**src/rtl/int_alu_pkg.sv**
```systemverilog
package int_alu_pkg;
  localparam int OP_W = 5;

  typedef enum logic [OP_W-1:0] {
    OP_NOP   = 5'd0,
    OP_ADD   = 5'd1,
    OP_ADDU  = 5'd2,
    OP_SUB   = 5'd3,
    OP_SUBU  = 5'd4,
    OP_AND   = 5'd5,
    OP_OR    = 5'd6,
    OP_XOR   = 5'd7,
    OP_NOR   = 5'd8,
    OP_SLT   = 5'd9,
    OP_SLTU  = 5'd10,
    OP_SLL   = 5'd11,
    OP_SRL   = 5'd12,
    OP_SRA   = 5'd13,
    OP_ROTR  = 5'd14,
    OP_SLLV  = 5'd15,
    OP_SRLV  = 5'd16,
    OP_SRAV  = 5'd17,
    OP_ROTRV = 5'd18,
    OP_MOVZ  = 5'd19,
    OP_MOVN  = 5'd20,
    OP_LUI   = 5'd21,
    OP_TGE   = 5'd22,
    OP_TGEU  = 5'd23,
    OP_TLT   = 5'd24,
    OP_TLTU  = 5'd25,
    OP_TEQ   = 5'd26,
    OP_TNE   = 5'd27
  } alu_op_e;

  typedef enum logic [1:0] {
    SH_LEFT      = 2'd0,
    SH_RIGHT_LOG = 2'd1,
    SH_RIGHT_ARI = 2'd2,
    SH_ROT_RIGHT = 2'd3
  } shift_kind_e;

  typedef struct packed {
    logic ovf;
    logic trap;
    logic discard;
  } alu_flags_t;
endpackage

```
**src/rtl/int_alu_addsub.sv**
```systemverilog
module int_alu_addsub #(
  parameter int DATA_W = 32
) (
  input  logic [DATA_W-1:0] a,
  input  logic [DATA_W-1:0] b,
  output logic [DATA_W-1:0] sum,
  output logic [DATA_W-1:0] diff,
  output logic              add_ovf,
  output logic              sub_ovf,
  output logic              lt_signed,
  output logic              lt_unsigned,
  output logic              equal
);
  localparam int MSB = DATA_W - 1;

  logic [DATA_W:0] diff_ext;

  // One extended subtractor gives the difference and the unsigned borrow.
  assign diff_ext    = {1'b0, a} - {1'b0, b};
  assign diff        = diff_ext[MSB:0];
  assign lt_unsigned = diff_ext[DATA_W];
  assign sum         = a + b;

  // Overflow: operands agree (add) or disagree (sub) in sign,
  // and the result sign departs from a.
  assign add_ovf = (a[MSB] == b[MSB]) && (sum[MSB] != a[MSB]);
  assign sub_ovf = (a[MSB] != b[MSB]) && (diff[MSB] != a[MSB]);

  // Signed less-than from the difference sign, corrected by overflow.
  assign lt_signed = diff[MSB] ^ sub_ovf;
  assign equal     = (diff == '0);
endmodule

```
**src/rtl/int_alu_shifter.sv**
```systemverilog
module int_alu_shifter
  import int_alu_pkg::*;
#(
  parameter int DATA_W = 32,
  parameter int SH_W   = $clog2(DATA_W)
) (
  input  logic [DATA_W-1:0] din,
  input  logic [SH_W-1:0]   amt,
  input  shift_kind_e       kind,
  output logic [DATA_W-1:0] dout
);
  function automatic logic [DATA_W-1:0] bit_rev(input logic [DATA_W-1:0] v);
    logic [DATA_W-1:0] r;
    for (int i = 0; i < DATA_W; i++) r[i] = v[DATA_W-1-i];
    return r;
  endfunction

  logic [SH_W:0][DATA_W-1:0] stage;
  logic                      fill;
  logic                      is_left;
  logic                      is_rot;

  assign is_left  = (kind == SH_LEFT);
  assign is_rot   = (kind == SH_ROT_RIGHT);
  assign fill     = (kind == SH_RIGHT_ARI) ? din[DATA_W-1] : 1'b0;
  // A left shift runs through the right-shift network on mirrored data.
  assign stage[0] = is_left ? bit_rev(din) : din;

  for (genvar k = 0; k < SH_W; k++) begin : g_stage
    localparam int D = 1 << k;
    logic [DATA_W-1:0] shifted;
    assign shifted = is_rot ? {stage[k][D-1:0], stage[k][DATA_W-1:D]}
                            : {{D{fill}}, stage[k][DATA_W-1:D]};
    assign stage[k+1] = amt[k] ? shifted : stage[k];
  end

  assign dout = is_left ? bit_rev(stage[SH_W]) : stage[SH_W];
endmodule

```
**src/rtl/int_alu_logic.sv**
```systemverilog
module int_alu_logic #(
  parameter int DATA_W = 32
) (
  input  logic [DATA_W-1:0] a,
  input  logic [DATA_W-1:0] b,
  output logic [DATA_W-1:0] and_o,
  output logic [DATA_W-1:0] or_o,
  output logic [DATA_W-1:0] xor_o,
  output logic [DATA_W-1:0] nor_o
);
  assign and_o = a & b;
  assign or_o  = a | b;
  assign xor_o = a ^ b;
  assign nor_o = ~(a | b);
endmodule

```
**src/rtl/int_alu.sv**
```systemverilog
module int_alu
  import int_alu_pkg::*;
#(
  parameter int DATA_W = 32,
  parameter int SH_W   = $clog2(DATA_W)
) (
  input  logic                clk,
  input  logic                rst,
  input  logic [OP_W-1:0]     op_sel,
  input  logic [DATA_W-1:0]   opnd_s,
  input  logic [DATA_W-1:0]   opnd_t,
  input  logic [SH_W-1:0]     shamt,
  output logic [DATA_W-1:0]   result,
  output logic                ovf_flag,
  output logic                trap_flag,
  output logic                discard_flag
);
  localparam int HALF_W = DATA_W / 2;

  alu_op_e           op;
  logic [DATA_W-1:0] sum, diff, and_v, or_v, xor_v, nor_v, sh_v;
  logic              add_ovf, sub_ovf, lt_s, lt_u, eq;
  logic [SH_W-1:0]   sh_amt;
  shift_kind_e       sh_kind;
  logic              use_reg_amt;
  logic [DATA_W-1:0] res_c;
  alu_flags_t        flg_c;

  assign op = alu_op_e'(op_sel);

  int_alu_addsub #(.DATA_W(DATA_W)) u_addsub (
    .a(opnd_s), .b(opnd_t), .sum(sum), .diff(diff),
    .add_ovf(add_ovf), .sub_ovf(sub_ovf),
    .lt_signed(lt_s), .lt_unsigned(lt_u), .equal(eq)
  );

  int_alu_logic #(.DATA_W(DATA_W)) u_logic (
    .a(opnd_s), .b(opnd_t),
    .and_o(and_v), .or_o(or_v), .xor_o(xor_v), .nor_o(nor_v)
  );

  // Shift control: register-amount forms take the low bits of s.
  always_comb begin
    use_reg_amt = 1'b0;
    sh_kind     = SH_LEFT;
    unique case (op)
      OP_SRL:   sh_kind = SH_RIGHT_LOG;
      OP_SRA:   sh_kind = SH_RIGHT_ARI;
      OP_ROTR:  sh_kind = SH_ROT_RIGHT;
      OP_SLLV:  use_reg_amt = 1'b1;
      OP_SRLV:  begin use_reg_amt = 1'b1; sh_kind = SH_RIGHT_LOG; end
      OP_SRAV:  begin use_reg_amt = 1'b1; sh_kind = SH_RIGHT_ARI; end
      OP_ROTRV: begin use_reg_amt = 1'b1; sh_kind = SH_ROT_RIGHT; end
      default:  ;
    endcase
  end

  assign sh_amt = use_reg_amt ? opnd_s[SH_W-1:0] : shamt;

  int_alu_shifter #(.DATA_W(DATA_W), .SH_W(SH_W)) u_shift (
    .din(opnd_t), .amt(sh_amt), .kind(sh_kind), .dout(sh_v)
  );

  // Result and flag selection.
  always_comb begin
    res_c = '0;
    flg_c = '0;
    case (op)
      OP_ADD:   begin res_c = sum;  flg_c.ovf = add_ovf; end
      OP_ADDU:  res_c = sum;
      OP_SUB:   begin res_c = diff; flg_c.ovf = sub_ovf; end
      OP_SUBU:  res_c = diff;
      OP_AND:   res_c = and_v;
      OP_OR:    res_c = or_v;
      OP_XOR:   res_c = xor_v;
      OP_NOR:   res_c = nor_v;
      OP_SLT:   res_c = {{(DATA_W-1){1'b0}}, lt_s};
      OP_SLTU:  res_c = {{(DATA_W-1){1'b0}}, lt_u};
      OP_SLL, OP_SRL, OP_SRA, OP_ROTR,
      OP_SLLV, OP_SRLV, OP_SRAV, OP_ROTRV:
                res_c = sh_v;
      OP_MOVZ:  if (opnd_t == '0) res_c = opnd_s; else flg_c.discard = 1'b1;
      OP_MOVN:  if (opnd_t != '0) res_c = opnd_s; else flg_c.discard = 1'b1;
      OP_LUI:   res_c = opnd_t << HALF_W;
      OP_TGE:   flg_c.trap = ~lt_s;
      OP_TGEU:  flg_c.trap = ~lt_u;
      OP_TLT:   flg_c.trap = lt_s;
      OP_TLTU:  flg_c.trap = lt_u;
      OP_TEQ:   flg_c.trap = eq;
      OP_TNE:   flg_c.trap = ~eq;
      default:  ;
    endcase
  end

  always_ff @(posedge clk) begin
    if (rst) begin
      result       <= '0;
      ovf_flag     <= 1'b0;
      trap_flag    <= 1'b0;
      discard_flag <= 1'b0;
    end else begin
      result       <= res_c;
      ovf_flag     <= flg_c.ovf;
      trap_flag    <= flg_c.trap;
      discard_flag <= flg_c.discard;
    end
  end
endmodule

```
**config.mk**
```make
export PLATFORM = sky130hd
export DESIGN_NAME = int_alu
export DESIGN_NICKNAME = d
export VERILOG_FILES = /design/src/rtl/int_alu_pkg.sv /design/src/rtl/int_alu_addsub.sv /design/src/rtl/int_alu_shifter.sv /design/src/rtl/int_alu_logic.sv /design/src/rtl/int_alu.sv
export SDC_FILE = /design/constraint.sdc
export NUM_CORES = 1
export LEC_CHECK = 0
export ABC_AREA = 1
export BUFFER_PORTS_ARGS = -buffer_cell sky130_fd_sc_hd__buf_2
export CAP_MARGIN = 20
export CORE_MARGIN = 2
export CORE_UTILIZATION = 50
export DETAILED_ROUTE_END_ITERATION = 8
export PLACE_DENSITY = 0.67
export SLEW_MARGIN = 20
export SYNTH_ARGS = -nofsm -noshare
export SYNTH_HDL_FRONTEND = slang
export SYNTH_HIERARCHICAL = 1
export SYNTH_SLANG_ARGS = --single-unit
```
**constraint.sdc**
```tcl
create_clock -name clk -period 3.3 [get_ports clk]
set_input_delay 0.165 -clock clk [delete_from_list [all_inputs] [get_ports clk]]
set_output_delay 0.165 -clock clk [all_outputs]
set_load 0.01 [all_outputs]
```
==> flow_summary.rst <==
.. list-table::
   :header-rows: 1

   * - Metric
     - Value
   * - Switching power share of the total
     - 0.5616
   * - Yosys Warn Count
     - 6
   * - Crit path from
     - opnd_t[0]
   * - Total length of routed wires
     - 65.55 mm
   * - Core ar.
     - 25,330 sq um
   * - Number of buffer and inverter instances along the worst setup path
     - 2
   * - Gate Count Post-Synth
     - approximately 2,500
   * - Clock net sink count
     - 35
   * - Die Outline Area
     - 27,220 sq um
   * - Flop pwr share
     - 0.118
   * - Net count after synthesis
     - 2,751
   * - Commonest cells after routing, fill and taps aside
     - 770 x sky130_fd_sc_hd__nand2_1, 525 x sky130_fd_sc_hd__nand3_1, 375 x sky130_fd_sc_hd__inv_1
   * - Initial antenna violation count
     - 6
   * - Type of destination of the critical path
     - register
   * - Count of endpoints failing setup in the final report
     - 0
   * - Layout cells sized above 1
     - 0.1548
   * - Deepest clock path buffer count
     - 2
   * - Met1 layer usage reported by global route
     - 0.5941
   * - Portion of total power attributed to the clock network
     - 0.157
   * - Worst slew margin
     - 0.4579
   * - Total gr overflow
     - 0
   * - Clock slew at the register clock pins of the worst setup and hold paths
     - ~70 ps
   * - Most common library cell in the layout ignoring fill and taps
     - sky130_fd_sc_hd__nand2_1
   * - Layer with the highest usage after global routing
     - met2
   * - Share of the clock period used by the worst path
     - 0.9540
   * - Fraction of power consumed by combinational cells
     - 0.724
   * - Wire length per cell after detailed routing
     - 21.51 um
   * - Share of synthesized area occupied by flip-flops and latches
     - 0.05407
   * - Total track usage
     - 0.4688
   * - Fillers
     - 2,526
   * - Vias in the first global route
     - 16,350
   * - Post-synthesis sequential element count
     - 35
   * - CP Data Arrival Time
     - 3290 ps
   * - Maximum number of pins on one net before global-route repair
     - 71
   * - Static leakage power
     - 8.981 nW
   * - Starting Density
     - 0.5117
   * - Die Y-Extent
     - between 150 and 200 um
   * - CP Cell Sequence
     - buf_2 > buf_4 > ha_1 > nand2_1 > a21oi_2 > a21oi_1 > o21ai_2 > nand2_1 > nand2_1 > nand2_1 > nand2_1 > nand2_1 > nand3_1 > nand2_1 > nand3_1 > nand2_1 > nor2_1 > nand2_1 > nor2_1 > a21oi_1
   * - Net count of the finished layout
     - 2,950
   * - FP Rows
     - 58
   * - Total I/O pin count
     - 111
   * - Number of max-slew violations in the final report
     - 0
   * - Top cell by count, worst path
     - sky130_fd_sc_hd__nand2_1
   * - Starting DRC count in detailed routing
     - about 2,700
   * - Die Span X
     - approximately 160 um
   * - Cell area after technology mapping
     - 12,960 sq um
   * - TritonCTS Buffers
     - 5
   * - # port buffers
     - 110
   * - Critical path peak fanout
     - 8
   * - Max-cap violations
     - 0
   * - Worst setup slack before clock tree synthesis
     - -279.8 ps
   * - Transition time of the tightest slew-check pin
     - around 810 ps
   * - Met2 track demand over resource
     - 0.6714
   * - Hold WC Path Type
     - input port to register
   * - Biggest cell delay along the critical path
     - roughly 500 ps
   * - DRC errors left
     - 0
   * - CP required
     - between 3000 and 4000 ps
   * - GPL Wtd Cong
     - 1.065
   * - Dominant delay contributor by cell family on the critical path
     - simple AND/OR/NAND/NOR gates
   * - Antenna-violating nets left
     - 0
   * - CTS tree
     - built
   * - Final hold slack
     - 198.2 ps
   * - # H-tree levels
     - 2
   * - Worst Min Path Start
     - opnd_s[28]
   * - Synthesized area per cell
     - between 5 and 6 sq um
   * - Power Dens Cells
     - between 200 and 300 nW/um^2
   * - Critical-path top delay cell
     - sky130_fd_sc_hd__a21oi_2
   * - Area growth from synthesis to layout
     - 19.48%
   * - Run status
     - finished, final reports clean
   * - RSZ-0062 raised after global routing
     - yes
   * - Class of the most critical setup path
     - input port to register
   * - Cell depth of the worst hold path
     - 3
   * - Global routing met3 resource utilization
     - 0.1675
   * - Hold worst-path end
     - result[28]
   * - Startpoint Class
     - input port
   * - Number of distinct library cells after synthesis
     - 43
   * - Worst IR Drop VDD
     - around 0.19 mV
   * - Root buffer selected by CTS
     - sky130_fd_sc_hd__clkbuf_16
   * - Number of hold violations in the final report
     - 0
   * - Average vias per placed instance
     - about 6
   * - Worst Slack Setup Final
     - 151.7 ps
   * - Net Switching
     - roughly 2.2 mW
   * - Vias
     - ~18,000
   * - Post-DP HPWL
     - 51.93 mm
   * - First-pass GRT wire length
     - around 95 mm
   * - Number of search-and-repair iterations in the first detailed-routing pass
     - 9
   * - Final worst path period need
     - 3148 ps
   * - Int Pwr
     - 1.736 mW
   * - Maximum achievable frequency
     - 317.6 MHz
flip-flops by register name (all words and copies together), names as in the netlist:
signal and cells:
result 32, trap_flag 1, ovf_flag 1, discard_flag 1
cell families after synthesis:
family | synth area share
compound gates | 0.06363
fa+ha+maj | 0.1582
buf+inv | 0.1582
flops | 0.05407
xor+xnor | 0.02028
mux | 0.004345
simple gates | 0.5414
cells in the mapped netlist, drive strengths merged:
master,number,area share
a211oi,1,0.00058
a21boi,1,0.00058
a21o,2,0.0012
a21oi,92,0.037
a221oi,3,0.0020
a31oi,6,0.0029
and3,1,0.00048
buf,91,0.040
clkbuf,17,0.0051
clkinv,1,0.00029
dfxtp,35,0.054
fa,3,0.0046
ha,159,0.15
inv,390,0.11
mux2,5,0.0043
nand2,800,0.23
nand3,535,0.21
nand3b,4,0.0023
nand4,18,0.0087
nor2,258,0.079
nor3,13,0.0058
nor4,4,0.0019
o211ai,1,0.00058
o21a,1,0.00058
o21ai,35,0.014
o21bai,6,0.0035
o221ai,1,0.00068
xnor2,3,0.0020
xor2,27,0.018
per-stage QoR:
step / setup TNS (ps) / util / area, sq um / instances / power [mW]
2_1_floorplan: 0 / - / 12960 / 2513 / 2.035
3_3_place_gp: -105.5 / 0.5859 / 14840 / 3034 / 3.061
3_5_place_dp: -279.8 / 0.5859 / 14840 / 3034 / 3.082
4_1_cts: 0 / 0.5925 / 15010 / 3042 / 3.708
5_1_grt: -30.53 / 0.6110 / 15470 / 3043 / 4.154
6_report: 0 / 0.6114 / 15480 / 3047 / 3.960
worst max-delay path by stage:
stage / endpoint / cells past startpoint
6_report: result[25] / 20
4_1_cts: trap_flag / 26
5_1_grt: trap_flag / 28
2_1_floorplan: trap_flag / 25
3_5_place_dp: trap_flag / 26
3_3_place_gp: trap_flag / 26
per-layer routing:
metal | share of wire | vias to the layer above
met5 | 0.00061 | -
met4 | 0.078 | 6
met3 | 0.14 | 357
met2 | 0.39 | 1375
met1 | 0.39 | 8168
li1 | - | 8311
worst min-delay path: cells and delay by family:
family	cells	cell delay (ps)
AO/OA/AOI/OAI	1	70
buffers and inverters	1	140
AND/OR/NAND/NOR	1	90
cell type report:
class                   count  area (sq um)  area share
diodes                      4         10.01   0.0006465
well taps                 330         412.9     0.02667
clock buffers               5         125.1    0.008081
clock inverters             3         43.79    0.002828
flip-flops and latches     35         700.7     0.04525
inverters                 391          1470     0.09495
multi-input cells        1979         10650      0.6878
repair buffers            300          2072      0.1338
power groups by stage:
| stage | logic, mW | registers (mW) | clock network [mW] |
|---|---|---|---|
| after global routing | 3.06 | 0.470 | 0.628 |
| after global placement | 2.59 | 0.475 | 0 |
| after CTS | 2.62 | 0.467 | 0.622 |
| after detailed placement | 2.61 | 0.476 | 0 |
| after floorplan | 1.54 | 0.494 | 0 |
| final | 2.87 | 0.467 | 0.624 |
timing repair:
action                     CTS  global route
setup endpoints to repair    0             2
hold buffers                 0             0
buffers inserted             0             1
resized for setup            0            87
Note: power is estimated with default switching activity, not from simulation.
